$ cat src/rtl/sop_pkg.sv
`timescale 1ns/1ps
package sop_pkg;
   typedef enum logic [1:0] {
      SOP_FULL     = 2'd0,
      SOP_DECODER  = 2'd1,
      SOP_FIXED_OR = 2'd2
   } sop_mode_e;

   function automatic int unsigned max_u(input int unsigned a, input int unsigned b);
      return (a > b) ? a : b;
   endfunction
endpackage

$ cat src/rtl/sop_cfg_store.sv
`timescale 1ns/1ps
module sop_cfg_store #(
   parameter int unsigned         NUM_IN    = 4,
   parameter int unsigned         NUM_TERMS = 16,
   parameter int unsigned         NUM_OUT   = 4,
   parameter sop_pkg::sop_mode_e  MODE      = sop_pkg::SOP_FULL,
   parameter int unsigned         AW        = 5,
   parameter int unsigned         WW        = 16
) (
   input  logic                           clk,
   input  logic                           rst_n,
   input  logic                           load_en,
   input  logic                           wr,
   input  logic [AW-1:0]                  addr,
   input  logic [WW-1:0]                  wdata,
   output logic [NUM_TERMS*2*NUM_IN-1:0]  and_cfg,
   output logic [NUM_OUT*NUM_TERMS-1:0]   or_cfg
);
   localparam int unsigned LW = 2 * NUM_IN;

   logic wr_en;
   logic unused_wdata;
   assign wr_en        = load_en & wr;
   assign unused_wdata = ^wdata;

   generate
      if (MODE != sop_pkg::SOP_DECODER) begin : g_and_rows
         for (genvar t = 0; t < NUM_TERMS; t++) begin : g_row
            logic [LW-1:0] row_q;
            always_ff @(posedge clk or negedge rst_n) begin
               if (!rst_n)
                  row_q <= '1;
               else if (wr_en && addr == AW'(t))
                  row_q <= wdata[LW-1:0];
            end
            assign and_cfg[t*LW +: LW] = row_q;
         end
      end else begin : g_and_fixed
         assign and_cfg = '1;
      end

      if (MODE != sop_pkg::SOP_FIXED_OR) begin : g_or_rows
         for (genvar j = 0; j < NUM_OUT; j++) begin : g_row
            logic [NUM_TERMS-1:0] row_q;
            always_ff @(posedge clk or negedge rst_n) begin
               if (!rst_n)
                  row_q <= '1;
               else if (wr_en && addr == AW'(NUM_TERMS + j))
                  row_q <= wdata[NUM_TERMS-1:0];
            end
            assign or_cfg[j*NUM_TERMS +: NUM_TERMS] = row_q;
         end
      end else begin : g_or_fixed
         assign or_cfg = '1;
      end
   endgenerate
endmodule

$ cat src/rtl/sop_and_plane.sv
`timescale 1ns/1ps
module sop_and_plane #(
   parameter int unsigned        NUM_IN    = 4,
   parameter int unsigned        NUM_TERMS = 16,
   parameter sop_pkg::sop_mode_e MODE      = sop_pkg::SOP_FULL
) (
   input  logic [NUM_IN-1:0]              in_vars,
   input  logic [NUM_TERMS*2*NUM_IN-1:0]  and_cfg,
   output logic [NUM_TERMS-1:0]           terms
);
   localparam int unsigned LW = 2 * NUM_IN;

   generate
      if (MODE == sop_pkg::SOP_DECODER) begin : g_decode
         logic unused_cfg;
         assign unused_cfg = ^and_cfg;
         for (genvar t = 0; t < NUM_TERMS; t++) begin : g_min
            assign terms[t] = (in_vars == NUM_IN'(t));
         end
      end else begin : g_prog
         logic [LW-1:0] lits;
         for (genvar i = 0; i < NUM_IN; i++) begin : g_lit
            assign lits[2*i]   =  in_vars[i];
            assign lits[2*i+1] = ~in_vars[i];
         end
         for (genvar t = 0; t < NUM_TERMS; t++) begin : g_term
            logic [LW-1:0] row;
            assign row      = and_cfg[t*LW +: LW];
            // an empty row must give 0, not the AND identity
            assign terms[t] = (|row) & (&(lits | ~row));
         end
      end
   endgenerate
endmodule

$ cat src/rtl/sop_or_plane.sv
`timescale 1ns/1ps
module sop_or_plane #(
   parameter int unsigned        NUM_TERMS = 16,
   parameter int unsigned        NUM_OUT   = 4,
   parameter sop_pkg::sop_mode_e MODE      = sop_pkg::SOP_FULL
) (
   input  logic [NUM_TERMS-1:0]          terms,
   input  logic [NUM_OUT*NUM_TERMS-1:0]  or_cfg,
   output logic [NUM_OUT-1:0]            out_funcs
);
   localparam int unsigned GROUP = NUM_TERMS / NUM_OUT;

   generate
      if (MODE == sop_pkg::SOP_FIXED_OR) begin : g_fixed
         logic unused_cfg;
         assign unused_cfg = ^or_cfg;
         for (genvar j = 0; j < NUM_OUT; j++) begin : g_sum
            assign out_funcs[j] = |terms[j*GROUP +: GROUP];
         end
      end else begin : g_prog
         for (genvar j = 0; j < NUM_OUT; j++) begin : g_sum
            assign out_funcs[j] = |(terms & or_cfg[j*NUM_TERMS +: NUM_TERMS]);
         end
      end
   endgenerate
endmodule

$ cat src/rtl/sop_array.sv
`timescale 1ns/1ps
module sop_array #(
   parameter int unsigned        NUM_IN    = 4,
   parameter int unsigned        NUM_TERMS = 16,
   parameter int unsigned        NUM_OUT   = 4,
   parameter sop_pkg::sop_mode_e MODE      = sop_pkg::SOP_FULL,
   localparam int unsigned       LW        = 2 * NUM_IN,
   localparam int unsigned       WW        = sop_pkg::max_u(LW, NUM_TERMS),
   localparam int unsigned       AW        = $clog2(NUM_TERMS + NUM_OUT)
) (
   input  logic               clk,
   input  logic               rst_n,
   input  logic               cfg_load_en,
   input  logic               cfg_wr,
   input  logic [AW-1:0]      cfg_addr,
   input  logic [WW-1:0]      cfg_wdata,
   input  logic [NUM_IN-1:0]  in_vars,
   output logic [NUM_OUT-1:0] out_funcs
);
   // parameter sanity at elaboration
   generate
      if (NUM_IN < 1 || NUM_TERMS < 1 || NUM_OUT < 1) begin : g_bad_size
         $error("sop_array: sizes must be non-zero");
      end
      if (MODE == sop_pkg::SOP_DECODER && NUM_TERMS != (1 << NUM_IN)) begin : g_bad_dec
         $error("sop_array: decoder variant needs NUM_TERMS == 2**NUM_IN");
      end
      if (MODE == sop_pkg::SOP_FIXED_OR && (NUM_TERMS % NUM_OUT) != 0) begin : g_bad_grp
         $error("sop_array: fixed-sum variant needs NUM_TERMS divisible by NUM_OUT");
      end
   endgenerate

   logic [NUM_TERMS*LW-1:0]      and_cfg;
   logic [NUM_OUT*NUM_TERMS-1:0] or_cfg;
   logic [NUM_TERMS-1:0]         terms;

   sop_cfg_store #(
      .NUM_IN(NUM_IN), .NUM_TERMS(NUM_TERMS), .NUM_OUT(NUM_OUT),
      .MODE(MODE), .AW(AW), .WW(WW)
   ) u_store (
      .clk(clk), .rst_n(rst_n), .load_en(cfg_load_en), .wr(cfg_wr),
      .addr(cfg_addr), .wdata(cfg_wdata),
      .and_cfg(and_cfg), .or_cfg(or_cfg)
   );

   sop_and_plane #(
      .NUM_IN(NUM_IN), .NUM_TERMS(NUM_TERMS), .MODE(MODE)
   ) u_and (
      .in_vars(in_vars), .and_cfg(and_cfg), .terms(terms)
   );

   sop_or_plane #(
      .NUM_TERMS(NUM_TERMS), .NUM_OUT(NUM_OUT), .MODE(MODE)
   ) u_or (
      .terms(terms), .or_cfg(or_cfg), .out_funcs(out_funcs)
   );
endmodule

$ cat config.mk
export PLATFORM = sky130hd
export DESIGN_NAME = sop_array
export DESIGN_NICKNAME = d
export VERILOG_FILES = /design/src/rtl/sop_pkg.sv /design/src/rtl/sop_cfg_store.sv /design/src/rtl/sop_and_plane.sv /design/src/rtl/sop_or_plane.sv /design/src/rtl/sop_array.sv
export SDC_FILE = /design/constraint.sdc
export NUM_CORES = 1
export LEC_CHECK = 0
export ABC_AREA = 1
export BUFFER_PORTS_ARGS = -buffer_cell sky130_fd_sc_hd__clkbuf_2
export CORE_MARGIN = 2
export CORE_UTILIZATION = 30
export CTS_CLUSTER_DIAMETER = 60
export DETAILED_ROUTE_END_ITERATION = 7
export PLACE_DENSITY = 0.56
export SYNTH_ARGS = -nofsm -noshare
export SYNTH_HDL_FRONTEND = slang
export SYNTH_SLANG_ARGS = --single-unit
export TNS_END_PERCENT = 50
$ cat constraint.sdc
create_clock -name clk -period 1.6 [get_ports clk]
set_clock_uncertainty 0.15 [all_clocks]
set_input_delay 0.32 -clock clk [delete_from_list [all_inputs] [get_ports clk]]
set_output_delay 0.32 -clock clk [all_outputs]
set_load 0.01 [all_outputs]
==> results of run 1 <==
[power breakdown]
part / internal (mW) / switching [mW] / total [mW]
clock network: 2.56 / 1.78 / 4.34
logic: 1.10 / 1.77 / 2.87
registers: 6.03 / 0.456 / 6.49
total: 9.69 / 4.00 / 13.7
[area by class of cell]
class                           count  share of cell area
Inverter                          112              0.0396
Clock inverter                      6             0.00957
Multi-Input combinational cell    865               0.331
Tap cell                          396              0.0441
Sequential cell                   192               0.449
Clock buffer                       23              0.0425
Timing Repair Buffer              100              0.0843
[Yosys cell counts, drive strengths merged]
library cell	number
nand2	417
nor2	210
dfstp	192
o21ai	192
inv	112
buf	28
nand3	25
clkbuf	21
nand4	13
a21oi	4
and2	2
nor3	2
[kinds of logic (layout without fill, tap and decap cells)]
logic type	Yosys count	after routing	share of synthesized area
AND/OR/NAND/NOR	669	669	0.280
AO/OA/AOI/OAI	196	196	0.105
buffers and inverters	161	241	0.0729
flip-flops	192	192	0.541
[worst min-delay path by stage]
| stage | endpoint | depth (start not counted) | startpoint | slack, ps |
|---|---|---|---|---|
| final | u_store.g_and_rows.g_row[0].row_q[4] | 3 | cfg_wdata[4] | 50 |
| after global routing | u_store.g_and_rows.g_row[0].row_q[4] | 3 | cfg_wdata[4] | 30 |
| after CTS | u_store.g_or_rows.g_row[0].row_q[4] | 3 | cfg_wdata[4] | 30 |
| after detailed placement | u_store.g_and_rows.g_row[15].row_q[5] | 2 | u_store.g_and_rows.g_row[15].row_q[5] | 320 |
| after global placement | u_store.g_and_rows.g_row[14].row_q[5] | 2 | u_store.g_and_rows.g_row[14].row_q[5] | 320 |
| after floorplan | u_store.g_and_rows.g_row[0].row_q[0] | 0 | rst_n | 20 |
[cells in the final DEF, fill, tap and decap left out]
cell type / n
inv_2: 2
bufinv_16: 3
clkbuf_8: 3
buf_12: 18
inv_6: 2
and2_0: 2
buf_4: 33
o21ai_2: 2
o21ai_0: 164
dlygate4sd3_1: 15
nor2_1: 198
nand2_2: 8
nor2_4: 2
nor3_1: 1
inv_1: 106
inv_8: 2
buf_6: 3
nand3_1: 11
nand2_1: 409
o21ai_1: 26
nand3_2: 13
nor2_2: 10
clkinvlp_4: 1
clkbuf_2: 30
dfstp_2: 192
clkbuf_1: 3
nand3_4: 1
clkinv_2: 2
buf_2: 1
nand4_1: 13
nor3_4: 1
clkbuf_16: 17
a21oi_1: 4
[registers in the layout (all words and copies together), names as in the netlist]
name and flops:
u_store.g_and_rows.g_row.row_q 128, u_store.g_or_rows.g_row.row_q 64
[repair_timing]
item | in CTS | in global routing
hold endpoints to repair | 40 | 0
hold buffers | 15 | 0
pin swaps | 8 | 15
cloned | 0 | 0
setup endpoints to repair | 4 | 4
buffers inserted | 0 | 3
gates resized for setup | 19 | 16
[metrics by stage]
step                std cells  setup WS (ps)  area, sq um
finish                   1694           -841        11200
global route             1694           -942        11200
CTS                      1691           -833        11200
detailed placement       1647           -722        10300
global placement         1647           -711        10300
floorplan                1218          -76.9         9410
[worst max-delay path, cell delays in order, from the launching register on]
cell and delay, ps:
dfstp_2 550, nand2_1 50, nand2_1 70, nor2_1 40, nand3_1 120, buf_6 150, buf_4 120, nor2_1 30
nor2_1 90, nand2_1 60, nor2_1 80, nand2_1 60, clkbuf_2 130
[layer usage]
metal / share of wire / vias up / track usage / wire length [um]
li1: - / 3921 / - / -
met1: 0.49 / 3661 / 0.228 / 12600
met2: 0.46 / 148 / 0.267 / 11900
met3: 0.039 / 13 / 0.0289 / 1000
met4: 0.0073 / 0 / 0.0287 / 189
met5: 0 / - / 0 / 0
==> metrics.md, run 1 <==
| Metric | Value |
|---|---|
| Pin count of the biggest net entering global routing | `47` |
| Crit path kind | `reg2out` |
| Area contributors post-synth | `dfstp_2 54%, nand2_1 17%, o21ai_0 9.0%, nor2_1 8.3%, inv_1 4.3%` |
| Clk slew on worst S/H paths | `70 ps` |
| Share of cells above drive strength 1 | `0.267` |
| Synth top area share | `0.541` |
| Fill cells | `3,194` |
| Multi-input gate area | `0.00372 sq mm` |
| Reg2reg start | `u_store.g_and_rows.g_row[0].row_q[0]` |
| Die height | `180 um` |
| Reg2reg path depth | `3` |
| Die area | `0.0325 sq mm` |
| Relative slew slack | `0.730` |
| CTS Buf Count | `17` |
| Status | `complete, but fails checks` |
| First-pass GRT wire length | `41.5 mm` |
| WL per Instance | `15.2 um` |
| Overall Global Routing Usage | `0.163` |
| CP Data Arrival Time | `1970 ps` |
| Storage element area | `0.00504 sq mm` |
| Buffers on Ports | `32` |
| Post-synth top area cell | `dfstp_2` |
| Clk buf depth | `2` |
| Syn avg cell area | `7.65 sq um` |
| Die width | `180 um` |
| H-Tree Depth | `4` |
| FF-to-FF End | `u_store.g_and_rows.g_row[0].row_q[0]` |
| Max Clk Rate | `410 MHz` |
| Max FO, Critical Path | `4` |
| Violated checks | `negative setup slack` |
| Antenna diode count | `0` |
| Power Total | `13.7 mW` |
| WHS | `45.7 ps` |
| Post-Syn Instances | `1,218` |
| Post-Syn Area | `0.00932 sq mm` |
| Max cap viols | `0` |
| RSZ-0062 raised after global routing | `true` |
| Fin Setup TNS | `-3280 ps` |
| Hpwl dp | `17.0 mm` |
| DRT Wirelength | `25.7 mm` |
| Crit path to | `out_funcs[0]` |
| Drt first pass iters | `5` |
| Worst-Skew Late Latency | `420 ps` |
| Final Hold Vio Count | `0` |
| Total number of vias | `7,743` |
| WP data required | `1130 ps` |
| Syn. warnings | `0` |
| Row cnt | `64` |
| Final core utilization | `0.367` |
| Final setup viols | `4` |
| Max-slew violation count | `0` |
| Sequential fraction of the synthesis area | `0.541` |
| CTS tree | `yes` |
| PD cells | `1220 mW/mm^2` |
| Vias in the first global route | `7,310` |
| Core Area | `0.0306 sq mm` |
| Fin crit share | `1.53` |
| Initial antenna violation count | `0` |
| Area growth, synth to finish | `20.6%` |
| Clock Sinks | `192` |
| Reg2Reg Setup Slack | `520 ps` |
| VDD IR max | `0.622 mV` |
| Final worst slack | `-841 ps` |
| Crit. End Element | `primary output` |
| Gr ovfl total | `0` |
| RD Place Congestion | `0.798` |
| Worst Tran Pin Value | `404 ps` |
| Unique masters post-synth | `19` |
| Final period demand of the worst path | `2440 ps` |
| Min-delay worst type | `in2reg` |
| Initial core utilization | `0.305` |
| Syn Nets | `1,247` |
| Starting DRT DRC Count | `552` |
| Final Net Count | `1,317` |
| Post-synthesis register bit count | `192` |
| Detail Route Antenna Nets | `0` |
| Via/cell ratio | `4.57` |
| DRC viols | `0` |
| Crit. Startpoint | `u_store.g_and_rows.g_row[2].row_q[2]` |
| Leak pwr | `4.88 nW` |
| Ports | `33` |
| CP startpoint kind | `flip-flop` |
| CTS root buf | `clkbuf_16` |
No activity file was read; power rests on OpenSTA's default activity.
==> run 2: changes to the inputs <==
SYNTH_HIERARCHICAL = 1   (was not set)
==> metrics.md, run 2 <==
| Metric | Value |
|---|---|
| Status | `complete, but fails checks` |
| Violated checks | `negative setup slack` |
| Antenna diode count | `0` |
| First-pass GRT wire length | `51.3 mm` |
| Overall Global Routing Usage | `0.188` |
| Post-synth EDFFs | `0` |
| Post-Syn Area | `0.0101 sq mm` |
| Worst-Skew Late Latency | `440 ps` |
| WL per Instance | `16.7 um` |
| Crit path kind | `reg2out` |
| DP Worst Slack | `-765 ps` |
| Max cap viols | `0` |
| Most frequent CP cell | `nand2_1` |
| Share of cells above drive strength 1 | `0.284` |
| Sw Share | `0.329` |
| Most common cell in the synthesized netlist | `nand2_1` |
| Final period demand of the worst path | `2410 ps` |
| Initial antenna violation count | `1` |
| Post-synth top area cell | `dfstp_2` |
| RSZ-0062 raised after global routing | `true` |
| Area growth, synth to finish | `22.2%` |
| Unique masters post-synth | `17` |
| Starting DRT DRC Count | `774` |
| Post-synth top cells | `723 x nand2_1, 192 x dfstp_2, 178 x nand3_1` |
| Final setup viols | `4` |
| WHS | `131 ps` |
| Fill cells | `3,518` |
| Crit. End Element | `primary output` |
| Leak pwr | `6.02 nW` |
| Worst Tran Pin Value | `392 ps` |
| Most used DFF post-synth | `dfstp_2` |
| Min-delay worst type | `in2reg` |
| RD Place Congestion | `0.827` |
| Max FO, Critical Path | `4` |
| Fin crit share | `1.51` |
| Worst Path Buf+Inv | `2` |
| PD cells | `1160 mW/mm^2` |
| Clock Sinks | `192` |
| Hpwl dp | `21.0 mm` |
| Commonest non-fill, non-tap cell in the layout | `nand2_1` |
| Switching power | `4.70 mW` |
| Relative slew slack | `0.738` |
| Buffers on Ports | `32` |
| Core Area | `0.0334 sq mm` |
| CTS tree | `yes` |
| Post-synthesis register bit count | `192` |
| CP Data Arrival Time | `1940 ps` |
| Clk pwr share | `0.313` |
| Synth top area share | `0.499` |
| Most Crowded Layer GR | `met2` |
| Sequential share of power | `0.452` |
| Drt first pass iters | `5` |
| CP startpoint kind | `flip-flop` |
| Worst path cell trace | `nor2_1, nand2_1, nor2_1, nor2_4, nand2_1, nand2_1, inv_1, nand2_1, nor2_1, nand2_1, clkbuf_2` |
| CP peak stage delay | `560 ps` |
| Max-slew violation count | `0` |
| Total number of vias | `9,293` |
| Critical path's top delay family | `simple AND/OR/NAND/NOR gates` |
| Syn Nets | `1,429` |
| Detail Route Antenna Nets | `0` |
| Clk slew on worst S/H paths | `80 ps` |
| H-Tree Depth | `4` |
| Die width | `188 um` |
| VDD IR max | `0.715 mV` |
| Pint | `9.61 mW` |
| Final Hold Vio Count | `0` |
| Post-Syn Instances | `1,400` |
| Grt met2 use | `0.307` |
| Commonest non-fill, non-tap cells in the layout | `709 x nand2_1, 192 x dfstp_2, 178 x nand3_1` |
| GRT met1 Usage | `0.260` |
| Vias in the first global route | `8,888` |
| Asr flop ratio synth | `1.00` |
| Area contributors post-synth | `dfstp_2 50%, nand2_1 27%, nand3_1 8.8%, nor2_1 5.2%, nand2_2 1.4%` |
| Row cnt | `67` |
| Pin count of the biggest net entering global routing | `50` |
| Die height | `188 um` |
| Max Clk Rate | `415 MHz` |
| Syn avg cell area | `7.22 sq um` |
| Largest registers | `u_store/g_and_rows.g_row.row_q (128), u_store/g_or_rows.g_row.row_q (64)` |
| WP data required | `1130 ps` |
| Power Total | `14.3 mW` |
| Final Net Count | `1,519` |
| CTS Buf Count | `17` |
| Gr ovfl total | `0` |
| DRT Wirelength | `32.5 mm` |
| CTS root buf | `clkbuf_16` |
| Sequential fraction of the synthesis area | `0.499` |
| Via/cell ratio | `4.76` |
| DRC viols | `0` |
| Largest reg by FF count | `u_store/g_and_rows.g_row.row_q` |
| Initial core utilization | `0.303` |
| Fin Setup TNS | `-3200 ps` |
| Syn. warnings | `6` |
| Final worst slack | `-809 ps` |
| Die area | `0.0352 sq mm` |
| Largest register FFs | `128` |
| Comb pwr share | `0.235` |
| Ports | `33` |
| Clk buf depth | `2` |
| Crit-path slowest cell | `dfstp_2` |
| M3 GR Usage | `0.0331` |
[run 2: changes by cell type after synthesis, sizes merged]
cell and change:
a21oi -4, and2 -2, buf +11, inv -79
nand2 +329, nand3 +155, nand4 -9, nor2 -49
nor3 -2, o21ai -168
[run 2: layout make-up]
type                    instances  area, sq um  share of cell area
multi-input cells            1115         4700               0.380
flip-flops and latches        192         5040               0.409
well taps                     448          561              0.0454
clock inverters                14          170              0.0138
inverters                      33          146              0.0119
repair buffers                131         1290               0.104
clock buffers                  18          439              0.0356
[run 2: worst reg2reg max path, cell delays in order (launching register included)]
cell and delay, ps:
dfstp_2 550, buf_4 110, nand2_1 40, nand2_1 70
[run 2: kinds of logic after synthesis]
| kind of cell | Yosys count | share of synthesized area |
|---|---|---|
| buf+inv | 93 | 0.0472 |
| flops | 192 | 0.499 |
| compound gates | 24 | 0.0119 |
| simple gates | 1091 | 0.442 |
[run 2: power by group through the flow]
stage / Sequential, mW / Clock, mW / Combinational (mW)
after detailed placement: 6.52 / 0 / 3.22
after floorplan: 6.35 / 0 / 1.93
final: 6.47 / 4.48 / 3.36
after global placement: 6.52 / 0 / 3.18
after CTS: 6.46 / 4.58 / 3.32
after global routing: 6.56 / 4.81 / 3.76
[run 2: final timing paths]
kind | startpoint | to | slack, ps | depth (start not counted)
worst max-delay path | u_store/g_and_rows.g_row[4].row_q[7] | out_funcs[3] | -810 | 11
worst min-delay path | cfg_wdata[2] | u_store/g_or_rows.g_row[0].row_q[2] | 130 | 4
worst min register to register | u_store/g_or_rows.g_row[3].row_q[12] | u_store/g_or_rows.g_row[3].row_q[12] | 310 | 2
worst max register to register | u_store/g_and_rows.g_row[12].row_q[6] | u_store/g_and_rows.g_row[12].row_q[6] | 630 | 3
max in group asynchronous | rst_n | u_store/g_or_rows.g_row[1].row_q[13] | 460 | 3
min in group asynchronous | rst_n | u_store/g_and_rows.g_row[15].row_q[0] | 450 | 2
[run 2: repair_timing]
action / CTS / global route
buffers inserted: 2 / 0
pin swaps: 12 / 10
hold endpoints to repair: 50 / 0
setup endpoints to repair: 4 / 4
gates resized for setup: 20 / 21
hold buffers: 9 / 0
[run 2: layer usage]
layer / share of wire / up-vias
met4: 0.014 / 2
met1: 0.46 / 4467
met3: 0.056 / 35
met5: 0.00040 / -
li1: - / 4542
met2: 0.47 / 247
[run 2: per-stage QoR]
| step | cells | utilization | area (sq um) |
|---|---|---|---|
| floorplan | 1400 | - | 10200 |
| global placement | 1916 | 0.347 | 11600 |
| detailed placement | 1916 | 0.347 | 11600 |
| CTS | 1955 | 0.369 | 12300 |
| global route | 1951 | 0.370 | 12300 |
| finish | 1951 | 0.370 | 12300 |
==> run 3: changes to the inputs <==
==> constraint.sdc (replaced) <==
create_clock -name clk -period 2.2 [get_ports clk]
set_clock_uncertainty 0.15 [all_clocks]
set_input_delay 0.44 -clock clk [delete_from_list [all_inputs] [get_ports clk]]
set_output_delay 0.44 -clock clk [all_outputs]
set_load 0.005 [all_outputs]
==> metrics.md, run 3 (synthesis gave the netlist of run 2 again) <==
| Metric | Value |
|---|---|
| Status | `complete, but fails checks` |
| Violated checks | `negative setup slack` |
| Multi-input gate area | `0.00469 sq mm` |
| Share of cells above drive strength 1 | `0.260` |
| First-pass GRT wire length | `49.5 mm` |
| Crit. End Element | `primary output` |
| Die area | `0.0352 sq mm` |
| Max FO, Critical Path | `3` |
| Reg2Reg Setup Slack | `1290 ps` |
| CTS root buf | `clkbuf_16` |
| Post-DP Area | `0.0112 sq mm` |
| Largest registers | `u_store/g_and_rows.g_row.row_q (128), u_store/g_or_rows.g_row.row_q (64)` |
| WP data required | `1610 ps` |
| Total number of vias | `8,946` |
| Worst Path Buf+Inv | `1` |
| DRC viols | `0` |
| Final setup viols | `4` |
| Vias in the first global route | `8,616` |
| CP peak stage delay | `550 ps` |
| Overall Global Routing Usage | `0.180` |
| Storage element area | `0.00504 sq mm` |
| Final Hold Vio Count | `0` |
| Row cnt | `67` |
| Final Net Count | `1,474` |
| WL per Instance | `16.2 um` |
| H-Tree Depth | `4` |
| RSZ-0062 raised after global routing | `true` |
| Initial core utilization | `0.303` |
| Fill cells | `3,617` |
| Power Total | `9.95 mW` |
| CP Data Arrival Time | `1940 ps` |
| CTS Buf Count | `17` |
| Final core utilization | `0.352` |
| Die height | `188 um` |
| Max-slew violation count | `0` |
| Max Clk Rate | `395 MHz` |
| Clock Sinks | `192` |
| Core Area | `0.0334 sq mm` |
| FF-to-FF End | `u_store/g_and_rows.g_row[3].row_q[6]` |
| Most frequent CP cell | `nand2_1` |
| Initial antenna violation count | `4` |
| Min-delay worst type | `in2async` |
| Critical path's top delay family | `simple AND/OR/NAND/NOR gates` |
| Largest register FFs | `128` |
| Pin count of the biggest net entering global routing | `61` |
| Max cap viols | `0` |
| Detail Route Antenna Nets | `0` |
| Reg2reg start | `u_store/g_and_rows.g_row[3].row_q[6]` |
| Final worst slack | `-335 ps` |
| Worst path cell trace | `nand2_2, nand2_2, nor2_1, nand2_1, nor2_4, nand2_1, nand4_1, nor2_2, nand2_1, clkbuf_2` |
| Hpwl dp | `20.5 mm` |
| CP startpoint kind | `flip-flop` |
| Area growth, synth to finish | `16.0%` |
| Die width | `188 um` |
| Crit-path slowest cell | `dfstp_2` |
| Relative slew slack | `0.543` |
| Commonest non-fill, non-tap cell in the layout | `nand2_1` |
| DRT Wirelength | `30.9 mm` |
| Drt first pass iters | `5` |
| Gr ovfl total | `0` |
| Final instance area | `0.0117 sq mm` |
| Worst Tran Pin Value | `685 ps` |
| Clk slew on worst S/H paths | `80 ps` |
| Leak pwr | `5.72 nW` |
| PD cells | `848 mW/mm^2` |
| Ports | `33` |
| Final period demand of the worst path | `2530 ps` |
| WHS | `92.2 ps` |
| Worst-Skew Late Latency | `440 ps` |
| Buffers on Ports | `32` |
| CTS tree | `yes` |
| Cts hold-fix bufs | `0` |
| VDD IR max | `0.417 mV` |
| Largest reg by FF count | `u_store/g_and_rows.g_row.row_q` |
| Crit path kind | `reg2out` |
| Clk buf depth | `2` |
| Reg2reg path depth | `2` |
| RD Place Congestion | `0.833` |
| Starting DRT DRC Count | `677` |
| Commonest non-fill, non-tap cells in the layout | `717 x nand2_1, 192 x dfstp_2, 178 x nand3_1` |
| Fin crit share | `1.15` |
| Via/cell ratio | `4.69` |
-- run 3: cell types whose count changed in the layout (fill, tap and decap cells not counted), sizes merged --
cell         delta
buf            -40
dlygate4sd3     -9
clkbuf          +3
bufinv          -2
clkinv          +2
diode           +2
inv             +1
-- run 3: routing by layer --
| layer | track usage | routed length [um] | up-vias |
|---|---|---|---|
| met2 | 0.286 | 14100 | 215 |
| met4 | 0.0518 | 537 | 2 |
| li1 | - | - | 4450 |
| met5 | 0 | 11 | - |
| met1 | 0.251 | 14500 | 4243 |
| met3 | 0.0328 | 1710 | 36 |
-- run 3: worst max-delay path by stage --
stage                                    startpoint      endpoint  slack [ps]  cells past startpoint
2_1_floorplan                            in_vars[3]  out_funcs[0]         210                     13
3_3_place_gp                             in_vars[3]  out_funcs[1]        -320                     15
3_5_place_dp                             in_vars[3]  out_funcs[1]        -330                     15
4_1_cts        u_store/g_and_rows.g_row[9].row_q[6]  out_funcs[3]        -380                     10
5_1_grt        u_store/g_and_rows.g_row[9].row_q[0]  out_funcs[2]        -430                     11
6_report       u_store/g_and_rows.g_row[9].row_q[6]  out_funcs[3]        -330                     10
-- run 3: what timing repair did --
| action | 4_1_cts | 5_1_grt |
|---|---|---|
| pin swaps | 15 | 19 |
| setup buffers | 1 | 0 |
| setup endpoints to repair | 4 | 4 |
| resized for setup | 17 | 11 |
-- run 3: layout make-up --
type / count / share of cell area
Inverter: 33 / 0.0114
Tap cell: 448 / 0.0478
Antenna cell: 2 / 0.000427
Clock buffer: 17 / 0.0363
Timing Repair Buffer: 86 / 0.0621
Sequential cell: 192 / 0.430
Multi-Input combinational cell: 1115 / 0.399
Clock inverter: 15 / 0.0126
-- run 3: where the power goes --
group,switching [mW],total [mW],internal [mW],leakage (nW)
combinational,1.46,2.23,0.770,3.44
sequential,0.341,4.68,4.33,2.00
clock,1.53,3.04,1.51,0.278
total,3.33,9.95,6.62,5.72
-- run 3: per-stage QoR --
stage | instances | setup slack (ps) | setup TNS [ps]
finish | 1908 | -335 | -1220
floorplan | 1400 | 213 | 0
detailed placement | 1884 | -325 | -1230
global placement | 1884 | -320 | -1200
CTS | 1906 | -378 | -1350
global route | 1906 | -433 | -1680
